File: src/rtl/fsp_pkg.sv
package fsp_pkg;

    typedef enum logic [2:0] {
        ST_IDLE,
        ST_ARMED,
        ST_LOAD,
        ST_ISSUE,
        ST_WAIT
    } fsp_state_e;

    typedef enum logic [1:0] {
        OP_NONE,
        OP_LOAD,
        OP_ERASE,
        OP_WRITE
    } fsp_op_e;

    localparam int BIT_GO    = 0;
    localparam int BIT_ERASE = 1;
    localparam int BIT_WRITE = 2;
    localparam int BIT_REEN  = 4;
    localparam int BIT_BUSY  = 6;
    localparam int BIT_IE    = 7;

    localparam logic [5:0] CODE_ERASE = 6'b000011;
    localparam logic [5:0] CODE_WRITE = 6'b000101;
    localparam logic [7:0] CODE_LOAD  = 8'h01;

    function automatic fsp_op_e decode_ctl(input logic [7:0] v);
        fsp_op_e r;
        if (v == CODE_LOAD)
            r = OP_LOAD;
        else if (v[5:0] == CODE_ERASE)
            r = OP_ERASE;
        else if (v[5:0] == CODE_WRITE)
            r = OP_WRITE;
        else
            r = OP_NONE;
        return r;
    endfunction

endpackage

File: src/rtl/fsp_decode.sv
module fsp_decode
    import fsp_pkg::*;
(
    input  logic [7:0] wdata,
    output fsp_op_e    op,
    output logic       valid,
    output logic       reen,
    output logic       ie
);
    always_comb begin
        op    = decode_ctl(wdata);
        valid = (op != OP_NONE);
        reen  = wdata[BIT_REEN];
        ie    = wdata[BIT_IE];
    end
endmodule

File: src/rtl/fsp_arm_timer.sv
module fsp_arm_timer #(
    parameter int WINDOW = 4
) (
    input  logic clk,
    input  logic rst_n,
    input  logic start,
    output logic last
);
    localparam int CW = (WINDOW > 1) ? $clog2(WINDOW) : 1;
    localparam logic [CW-1:0] LAST_V = CW'(WINDOW - 1);

    logic [CW-1:0] cnt;

    always_ff @(posedge clk) begin
        if (!rst_n)
            cnt <= '0;
        else if (start)
            cnt <= '0;
        else if (cnt != LAST_V)
            cnt <= cnt + 1'b1;
    end

    assign last = (cnt == LAST_V);


    window_restart_chk: assert property (@(posedge clk) disable iff (!rst_n)
        start |=> (!last || (WINDOW == 1)));
endmodule

File: src/rtl/fsp_region.sv
module fsp_region #(
    parameter int PAGE_W           = 6,
    parameter int STALL_FIRST_PAGE = 48
) (
    input  logic [PAGE_W-1:0] page,
    output logic              stall
);
    generate
        if (STALL_FIRST_PAGE <= 0) begin : g_all
            assign stall = 1'b1;
        end else if (STALL_FIRST_PAGE >= (1 << PAGE_W)) begin : g_none
            assign stall = 1'b0;
        end else begin : g_cmp
            assign stall = (page >= PAGE_W'(STALL_FIRST_PAGE));
        end
    endgenerate
endmodule

File: src/rtl/fsp_status.sv
module fsp_status (
    input  logic clk,
    input  logic rst_n,
    input  logic wr,
    input  logic ie_in,
    input  logic busy_set,
    input  logic busy_clr,
    input  logic go,
    output logic busy,
    output logic ie,
    output logic irq
);
    always_ff @(posedge clk) begin
        if (!rst_n) begin
            busy <= 1'b0;
            ie   <= 1'b0;
        end else begin
            if (wr)
                ie <= ie_in;
            if (busy_set)
                busy <= 1'b1;
            else if (busy_clr)
                busy <= 1'b0;
        end
    end

    always_comb irq = ie && !go;


    busy_sticky_chk: assert property (@(posedge clk) disable iff (!rst_n)
        (busy && !busy_clr) |=> busy);
endmodule

File: src/rtl/fsp_cmd_ctrl.sv
module fsp_cmd_ctrl
    import fsp_pkg::*;
#(
    parameter int PAGE_W           = 6,
    parameter int WORD_W           = 4,
    parameter int DATA_W           = 16,
    parameter int WINDOW           = 4,
    parameter int STALL_FIRST_PAGE = 48
) (
    input  logic                     clk,
    input  logic                     rst_n,
    input  logic                     ctl_we,
    input  logic [7:0]               ctl_wdata,
    output logic [7:0]               ctl_rdata,
    input  logic                     prog_strobe,
    input  logic [PAGE_W+WORD_W-1:0] prog_addr,
    input  logic [DATA_W-1:0]        prog_data,
    input  logic                     flash_done,
    output logic                     erase_req,
    output logic                     write_req,
    output logic [PAGE_W-1:0]        req_page,
    output logic                     load_we,
    output logic [WORD_W-1:0]        load_word,
    output logic [DATA_W-1:0]        load_data,
    output logic                     region_busy,
    output logic                     cpu_halt,
    output logic                     irq
);
    localparam int ADDR_W = PAGE_W + WORD_W;

    fsp_state_e state, state_nx;
    fsp_op_e    op_q, dec_op;
    logic       dec_valid, dec_reen, dec_ie;
    logic       win_last, arm_start, accept, quiet, go;
    logic       busy_set, busy_clr, ie_q, stall_in, stall_q;
    logic [PAGE_W-1:0] page_q;
    logic [WORD_W-1:0] word_q;
    logic [DATA_W-1:0] data_q;

    fsp_decode u_dec (
        .wdata (ctl_wdata),
        .op    (dec_op),
        .valid (dec_valid),
        .reen  (dec_reen),
        .ie    (dec_ie)
    );

    fsp_arm_timer #(.WINDOW(WINDOW)) u_tmr (
        .clk   (clk),
        .rst_n (rst_n),
        .start (arm_start),
        .last  (win_last)
    );

    fsp_region #(.PAGE_W(PAGE_W), .STALL_FIRST_PAGE(STALL_FIRST_PAGE)) u_reg (
        .page  (prog_addr[ADDR_W-1:WORD_W]),
        .stall (stall_in)
    );

    // Idle or armed: the only states that take register commands.
    always_comb quiet     = (state == ST_IDLE) || (state == ST_ARMED);
    always_comb arm_start = quiet && ctl_we && dec_valid;
    always_comb accept    = (state == ST_ARMED) && !ctl_we && prog_strobe;
    always_comb go        = (state != ST_IDLE);
    always_comb busy_set  = accept && ((op_q == OP_ERASE) || (op_q == OP_WRITE));
    always_comb busy_clr  = quiet && ctl_we && dec_reen;

    fsp_status u_sts (
        .clk      (clk),
        .rst_n    (rst_n),
        .wr       (ctl_we),
        .ie_in    (dec_ie),
        .busy_set (busy_set),
        .busy_clr (busy_clr),
        .go       (go),
        .busy     (region_busy),
        .ie       (ie_q),
        .irq      (irq)
    );

    // State register
    always_ff @(posedge clk) begin
        if (!rst_n)
            state <= ST_IDLE;
        else
            state <= state_nx;
    end

    // Next-state logic
    always_comb begin
        state_nx = state;
        unique case (state)
            ST_IDLE: begin
                if (ctl_we && dec_valid)
                    state_nx = ST_ARMED;
            end
            ST_ARMED: begin
                if (ctl_we)
                    state_nx = dec_valid ? ST_ARMED : ST_IDLE;
                else if (prog_strobe)
                    state_nx = (op_q == OP_LOAD) ? ST_LOAD : ST_ISSUE;
                else if (win_last)
                    state_nx = ST_IDLE;
            end
            ST_LOAD:  state_nx = ST_IDLE;
            ST_ISSUE: state_nx = ST_WAIT;
            ST_WAIT: begin
                if (flash_done)
                    state_nx = ST_IDLE;
            end
            default:  state_nx = ST_IDLE;
        endcase
    end

    // Command and operand capture
    always_ff @(posedge clk) begin
        if (!rst_n) begin
            op_q    <= OP_NONE;
            page_q  <= '0;
            word_q  <= '0;
            data_q  <= '0;
            stall_q <= 1'b0;
        end else begin
            if (arm_start)
                op_q <= dec_op;
            if (accept) begin
                page_q  <= prog_addr[ADDR_W-1:WORD_W];
                word_q  <= prog_addr[WORD_W-1:0];
                data_q  <= prog_data;
                stall_q <= stall_in;
            end
        end
    end

    // Outputs
    always_comb begin
        erase_req = 1'b0;
        write_req = 1'b0;
        load_we   = 1'b0;
        cpu_halt  = 1'b0;
        unique case (state)
            ST_IDLE, ST_ARMED: ;
            ST_LOAD:  load_we = 1'b1;
            ST_ISSUE: begin
                erase_req = (op_q == OP_ERASE);
                write_req = (op_q == OP_WRITE);
                cpu_halt  = stall_q;
            end
            ST_WAIT:  cpu_halt = stall_q;
            default: ;
        endcase
        req_page  = page_q;
        load_word = word_q;
        load_data = data_q;
        ctl_rdata = '0;
        ctl_rdata[BIT_GO]    = go;
        ctl_rdata[BIT_ERASE] = go && (op_q == OP_ERASE);
        ctl_rdata[BIT_WRITE] = go && (op_q == OP_WRITE);
        ctl_rdata[BIT_BUSY]  = region_busy;
        ctl_rdata[BIT_IE]    = ie_q;
    end


    load_src_chk: assert property (@(posedge clk) disable iff (!rst_n)
        load_we |-> $past(prog_strobe && !ctl_we));

    load_pulse_chk: assert property (@(posedge clk) disable iff (!rst_n)
        load_we |=> !load_we);

    req_src_chk: assert property (@(posedge clk) disable iff (!rst_n)
        (erase_req || write_req) |-> $past(prog_strobe && !ctl_we));

    busy_fall_chk: assert property (@(posedge clk) disable iff (!rst_n)
        $fell(region_busy) |-> $past(ctl_we && ctl_wdata[BIT_REEN]));

    halt_busy_chk: assert property (@(posedge clk) disable iff (!rst_n)
        cpu_halt |-> region_busy);

    req_exclusive_chk: assert property (@(posedge clk) disable iff (!rst_n)
        $countones({erase_req, write_req, load_we}) <= 1);
endmodule

File: config.mk
export PLATFORM = sky130hd
export DESIGN_NAME = fsp_cmd_ctrl
export DESIGN_NICKNAME = d
export VERILOG_FILES = /design/src/rtl/fsp_pkg.sv /design/src/rtl/fsp_decode.sv /design/src/rtl/fsp_arm_timer.sv /design/src/rtl/fsp_region.sv /design/src/rtl/fsp_status.sv /design/src/rtl/fsp_cmd_ctrl.sv
export SDC_FILE = /design/constraint.sdc
export NUM_CORES = 1
export LEC_CHECK = 0
export ABC_AREA = 1
export ABC_CLOCK_PERIOD_IN_PS = 2800
export CAP_MARGIN = 10
export CORE_ASPECT_RATIO = 1.2
export CORE_UTILIZATION = 45
export CTS_CLUSTER_SIZE = 16
export DETAILED_ROUTE_END_ITERATION = 10
export DONT_BUFFER_PORTS = 1
export GPL_TIMING_DRIVEN = 0
export PLACE_DENSITY = 0.62
export SLEW_MARGIN = 10
export SYNTH_ARGS = -nofsm -noshare
export SYNTH_HDL_FRONTEND = slang
export SYNTH_SLANG_ARGS = --single-unit
File: constraint.sdc
create_clock -name clk -period 2.8 [get_ports clk]
set_input_delay 0.14 -clock clk [delete_from_list [all_inputs] [get_ports clk]]
set_output_delay 0.14 -clock clk [all_outputs]
set_load 0.02 [all_outputs]
Word-level counts from Yosys, hierarchy flattened
Cells that the tools add are included.
Word-level totals
  flip-flop bits (word level): 36
  bits in latches: 0
  memory bits (writable): 0
  memory bits (read-only): 0
  input bits: 39
  output and inout port bits: 40
  logic and storage cells: 65
  memories: 0
Operators by class
  $add $sub $neg: 1
  multiply operators: 0
  divide/modulo/power cells: 0
  $lt $le $gt $ge: 1
  eq/ne operators: 15
  shift-type cells: 0
  muxes and demuxes: 17
  bitwise operators: 1
  reductions and logical operators: 21
Operators with widths (count)
  2-to-1 mux 3 bit: 5
  case mux 3 bit (4 select lines): 1
  logical AND 1 bit: 10
  == test 8 x 1 -> 1 bit (second input constant): 1
  2-to-1 mux 1 bit: 8
  == test 2 bit (second input constant): 3
  == test 3 x 2 -> 1 bit (second input constant): 2
  == test 6 x 2 -> 1 bit (second input constant): 1
  == test 6 x 3 -> 1 bit (second input constant): 1
  >= comparator 6 bit (second input constant): 1
  2-to-1 mux 2 bit: 3
  inequality test 2 bit (second input constant): 2
  inequality test 4 x 3 -> 1 bit (second input constant): 1
  nonzero test 2 bit: 2
  OR reduction 2 bit: 2
  == test 3 x 1 -> 1 bit (second input constant): 1
  == test 3 bit (second input constant): 1
  logical NOT 3 bit: 1
  AND reduction 3 bit: 1
  nonzero test 3 bit: 1
  adder 2 x 1 -> 2 bit (second input constant): 1
  == test 2 x 1 -> 1 bit (second input constant): 1
  logical NOT 1 bit: 2
  logical OR 1 bit: 2
  2 further kinds: 2

Depth between registers and ports, before layout
  depth after elaboration: 8
  mapped depth: 10
  depth with buffers taken out: 10

Hierarchy
Synthesis repeated with hierarchy kept, for this count alone.
Second synthesis, totals
  cell total of the unflattened synthesis: 234
  area total of the unflattened synthesis: 1899.3 um2
Modules (own cells, without submodules)
  fsp_cmd_ctrl: instances 1, cells each 178, area each 1567.8 um2, seq. area each 640.6 um2
  fsp_decode: instances 1, cells each 26, area each 126.4 um2, seq. area each 0.0 um2
  fsp_arm_timer: instances 1, cells each 15, area each 110.1 um2, seq. area each 40.0 um2
  fsp_status: instances 1, cells each 13, area each 87.6 um2, seq. area each 40.0 um2
  fsp_region: instances 1, cells each 2, area each 7.5 um2, seq. area each 0.0 um2

Worst setup path after synthesis
No wires, ideal clock.
  path type: flip-flop to output port
  start: reg state[1]
  end: out cpu_halt
  data arrival time: 1.048 ns
  required time: 2.660 ns
  setup slack: 1.612 ns
  cell stages (with the launch flop): 5
  path buffers: 0
  cells stage by stage: dfxtp_1 inv_1 nor2_1 nand2_1 a21boi_0
Between the ends
  longest elaborated chain between the ends: 3
  elaborated cells on any way between the ends: 4
Ends and longest elaborated chain
  from (decl): line fsp_cmd_ctrl.sv:31  | fsp_state_e state, state_nx;
  from (signal assigned): line fsp_cmd_ctrl.sv:86  | state <= state_nx;
  == test 3 bit / == test 3 x 2 -> 1 bit (equally long branches): line fsp_cmd_ctrl.sv:141  | unique case (state)
  OR reduction 2 bit (no line) (*)
  2-to-1 mux 1 bit (*): line fsp_cmd_ctrl.sv:141
  to (decl): line fsp_cmd_ctrl.sv:26  | output logic cpu_halt,
Mark *: on every way between the ends. The rest lies on a longest branch, timed or not.

Final worst setup path
Ends and elaborated chain as after synthesis.

==> summary.md <==
| Metric | Value |
|---|---|
| Outcome | complete, no violations |
| DRT iter0 DRCs | 79 |
| Crit-path cells | inv_1 -> nor2_1 -> nand2_1 -> a21boi_0 |
| Final #Nets | 288 |
| DRT antenna net count | 0 |
| CP required | 2660 ps |
| First-pass GRT wire length | 5.91 mm |
| DP HPWL | 2.54 mm |
| WS Path Type | register to output port |
| Vias | 1440 |
| Slew Limit Fails | 0 |
| TritonRoute pass-1 iters | 4 |
| CP startpoint kind | register |
| EDFF count, synth | 0 |
| Int Power | 0.788 mW |
| CTS Buf Count | 5 |
| Area Overhead vs Synth | 24.5% |
| Max-cap viol count | 0 |
| HP Class | primary input to register |
| Cell variety after synth | 22 |
| Logic gate share of total power | 0.088 |
| Global route overflow | 0 |
| Switch share | 0.222 |
| Die ar. | 3790 um^2 |
| Final wirelength | 3.56 mm |
| Fin Setup TNS | 0 ps |
| CORE AREA | 3370 um^2 |
| Grt peak-use layer | met2 |
| Root buf cell | clkbuf_8 |
| Avg WL per Cell | 12.5 um |
| Gr usage total | 0.205 |
| Min cycle time layout | 1650 ps |
| Chip height | 67.2 um |
| Final Skew | 2.71 ps |
| GR Util met3 | 0.0805 |
| Cell with the largest stage delay on the worst path | a21boi_0 |
| Max VDD drop | 0.000436 V |
| Avg Inst Size Synth | 7.41 um^2 |
| #FFs+latches synth | 36 |
| Gp weighted congestion | 0.845 |
| Top-count cell post-synth | nor2_1 |
| CTS clk-pin slew, worst paths | 70 ps |
| RSZ-0062 raised after global routing | no |
| Hold Fails Final Rpt | 0 |
| Remaining DRCs | 0 |
| Endpoint class of the critical path | output port |
| Final hold slack | 0.142 ps |
| CTS tree | yes |
| Met2 Track Usage GR | 0.382 |
| Port Buffers | 0 |
| Ant diodes | 0 |
| Leak | 0.886 nW |
| Share of post-route cells with drive strength above 1 | 0.161 |
| Post-cts resize count | 0 |
| Site Rows | 23 |
| Yosys top cell area share | 0.452 |
| Syn Std Cell Area | 1590 um^2 |
| Clock network power share | 0.386 |
| Net switching power | 0.225 mW |
| H-Tree Depth | 2 |
| Initial antenna violation count | 0 |
| Synth warn | 0 |
| Die X | 56.3 um |
| Seq pwr share | 0.526 |
| Clock Sinks | 36 |
| CTS Buffer Depth | 2 |
| Largest net degree at the start of global routing | 11 |
| Sequential share of the synthesized area | 0.452 |
| Leading area contributor after synthesis | dfxtp_1 |
| GRT met1 Usage | 0.201 |
| Worst skew pair latency | 290 ps |
| Synth cell count leaders | nor2_1 (47), dfxtp_1 (36), nand2_1 (23) |
| Post-route clock period utilization | 0.589 |
| Top_reg_cell synth | dfxtp_1 |
| Slew @ Worst Pin | 736 ps |
| Final Setup Violations | 0 |
| Vias in the first global route | 1411 |
| Slew headroom | 0.505 |
| Vias per cell | 5.05 |
| I/O Pins | 79 |
| Initial Util | 0.473 |
| CP peak stage delay | 610 ps |
| Synthesized instance count | 215 |
| Fmax | 606 MHz |
| Crit-path max FO | 4 |
| CP Data Arrival Time | 1510 ps |
| PwrDens | 510 nW/um^2 |
| Async SR Flop Fraction | 0 |
| Synth top area cells | dfxtp_1 (45%), nor2_1 (11%), nor2_2 (8.2%) |
[sequential cells by signal (all words and copies together) (netlist names)]
signal / flops
state: 3
stall_q: 1
u_tmr.cnt: 2
op_q: 2
u_sts.busy: 1
u_sts.ie: 1
req_page: 6
load_word: 4
load_data: 16
[kinds of logic after synthesis]
family / share of synthesized area
and+or+nand+nor: 0.290
AOI/OAI and AO/OA: 0.122
DFF: 0.452
buffers and inverters: 0.115
adders and majority gates: 0.00785
other: 0.00235
xor gates and xnor gates: 0.00550
muxes: 0.00628
[critical path, delay by kind of cell, from the launching register on]
kind            cells  cell delay (ps)
simple gates        2              200
compound gates      1              610
flops               1              350
buf+inv             1               70
[final cells by class]
type                       count  area, um^2
fill                         312        1380
sequential                    36         721
multi-input combinational    148         698
timing repair buffer          24         240
buffer                        14         106
clock buffer                   7        96.3
inverter                      19        76.3
tap                           37        46.3
[routing by layer]
layer	share of wire	wire length (um)
met2	0.51	1810
met4	0.017	61
met3	0.081	290
met1	0.39	1400
met5	0	0
[per-stage QoR]
step / power (mW) / utilization / instance area (um^2) / setup WS, ps / instances
after floorplan: 0.594 / - / 1600 / 1610 / 217
after global placement: 0.602 / 0.489 / 1650 / 1450 / 254
after detailed placement: 0.605 / 0.489 / 1650 / 1440 / 254
after CTS: 1.03 / 0.589 / 1980 / 1120 / 285
after global routing: 1.05 / 0.589 / 1980 / 1060 / 285
final: 1.01 / 0.589 / 1980 / 1150 / 285
[power by group through the flow]
stage               logic [mW]  registers [mW]  clock network [mW]
floorplan               0.0509           0.543                   0
global placement        0.0580           0.544                   0
detailed placement      0.0607           0.545                   0
CTS                     0.0900           0.533               0.402
global route            0.0998           0.535               0.418
finish                  0.0893           0.533               0.391
[cells in the final DEF, fill, tap and decap left out]
cell            n
dlygate4sd3_1  24
a21oi_1         7
nand3_1         6
clkbuf_1        3
inv_6           1
inv_1          18
nor2_2         21
conb_1          3
xor2_1          1
clkbuf_8        7
a21boi_0        1
o21ai_1        10
o22ai_1         1
buf_4           6
nand2_1        23
buf_6           4
buf_2           1
nor3_1          6
nand3b_1        1
mux2i_1         1
ha_1            1
dfxtp_1        36
o21ai_0        19
nor2_1         47
[timing repair]
| action | CTS | global route |
|---|---|---|
| hold buffers | 24 | 0 |
| buffers inserted | 0 | 0 |
| setup endpoints to repair | 0 | 0 |
| hold endpoints to repair | 24 | 0 |
[worst paths after layout]
path	startpoint	endpoint	slack, ps	cells after the start
max	state[1]$_SDFFE_PN0P_	cpu_halt	1150	4
min reg2reg	op_q[1]$_SDFFE_PN0P_	u_sts.busy$_SDFFE_PN0P_	470	2
max reg2reg	state[2]$_SDFFE_PN0P_	load_data[8]$_SDFFE_PN0P_	1470	8
min	prog_data[7]	load_data[7]$_SDFFE_PN0P_	0.1	2
(Power assumes the default switching activity.)
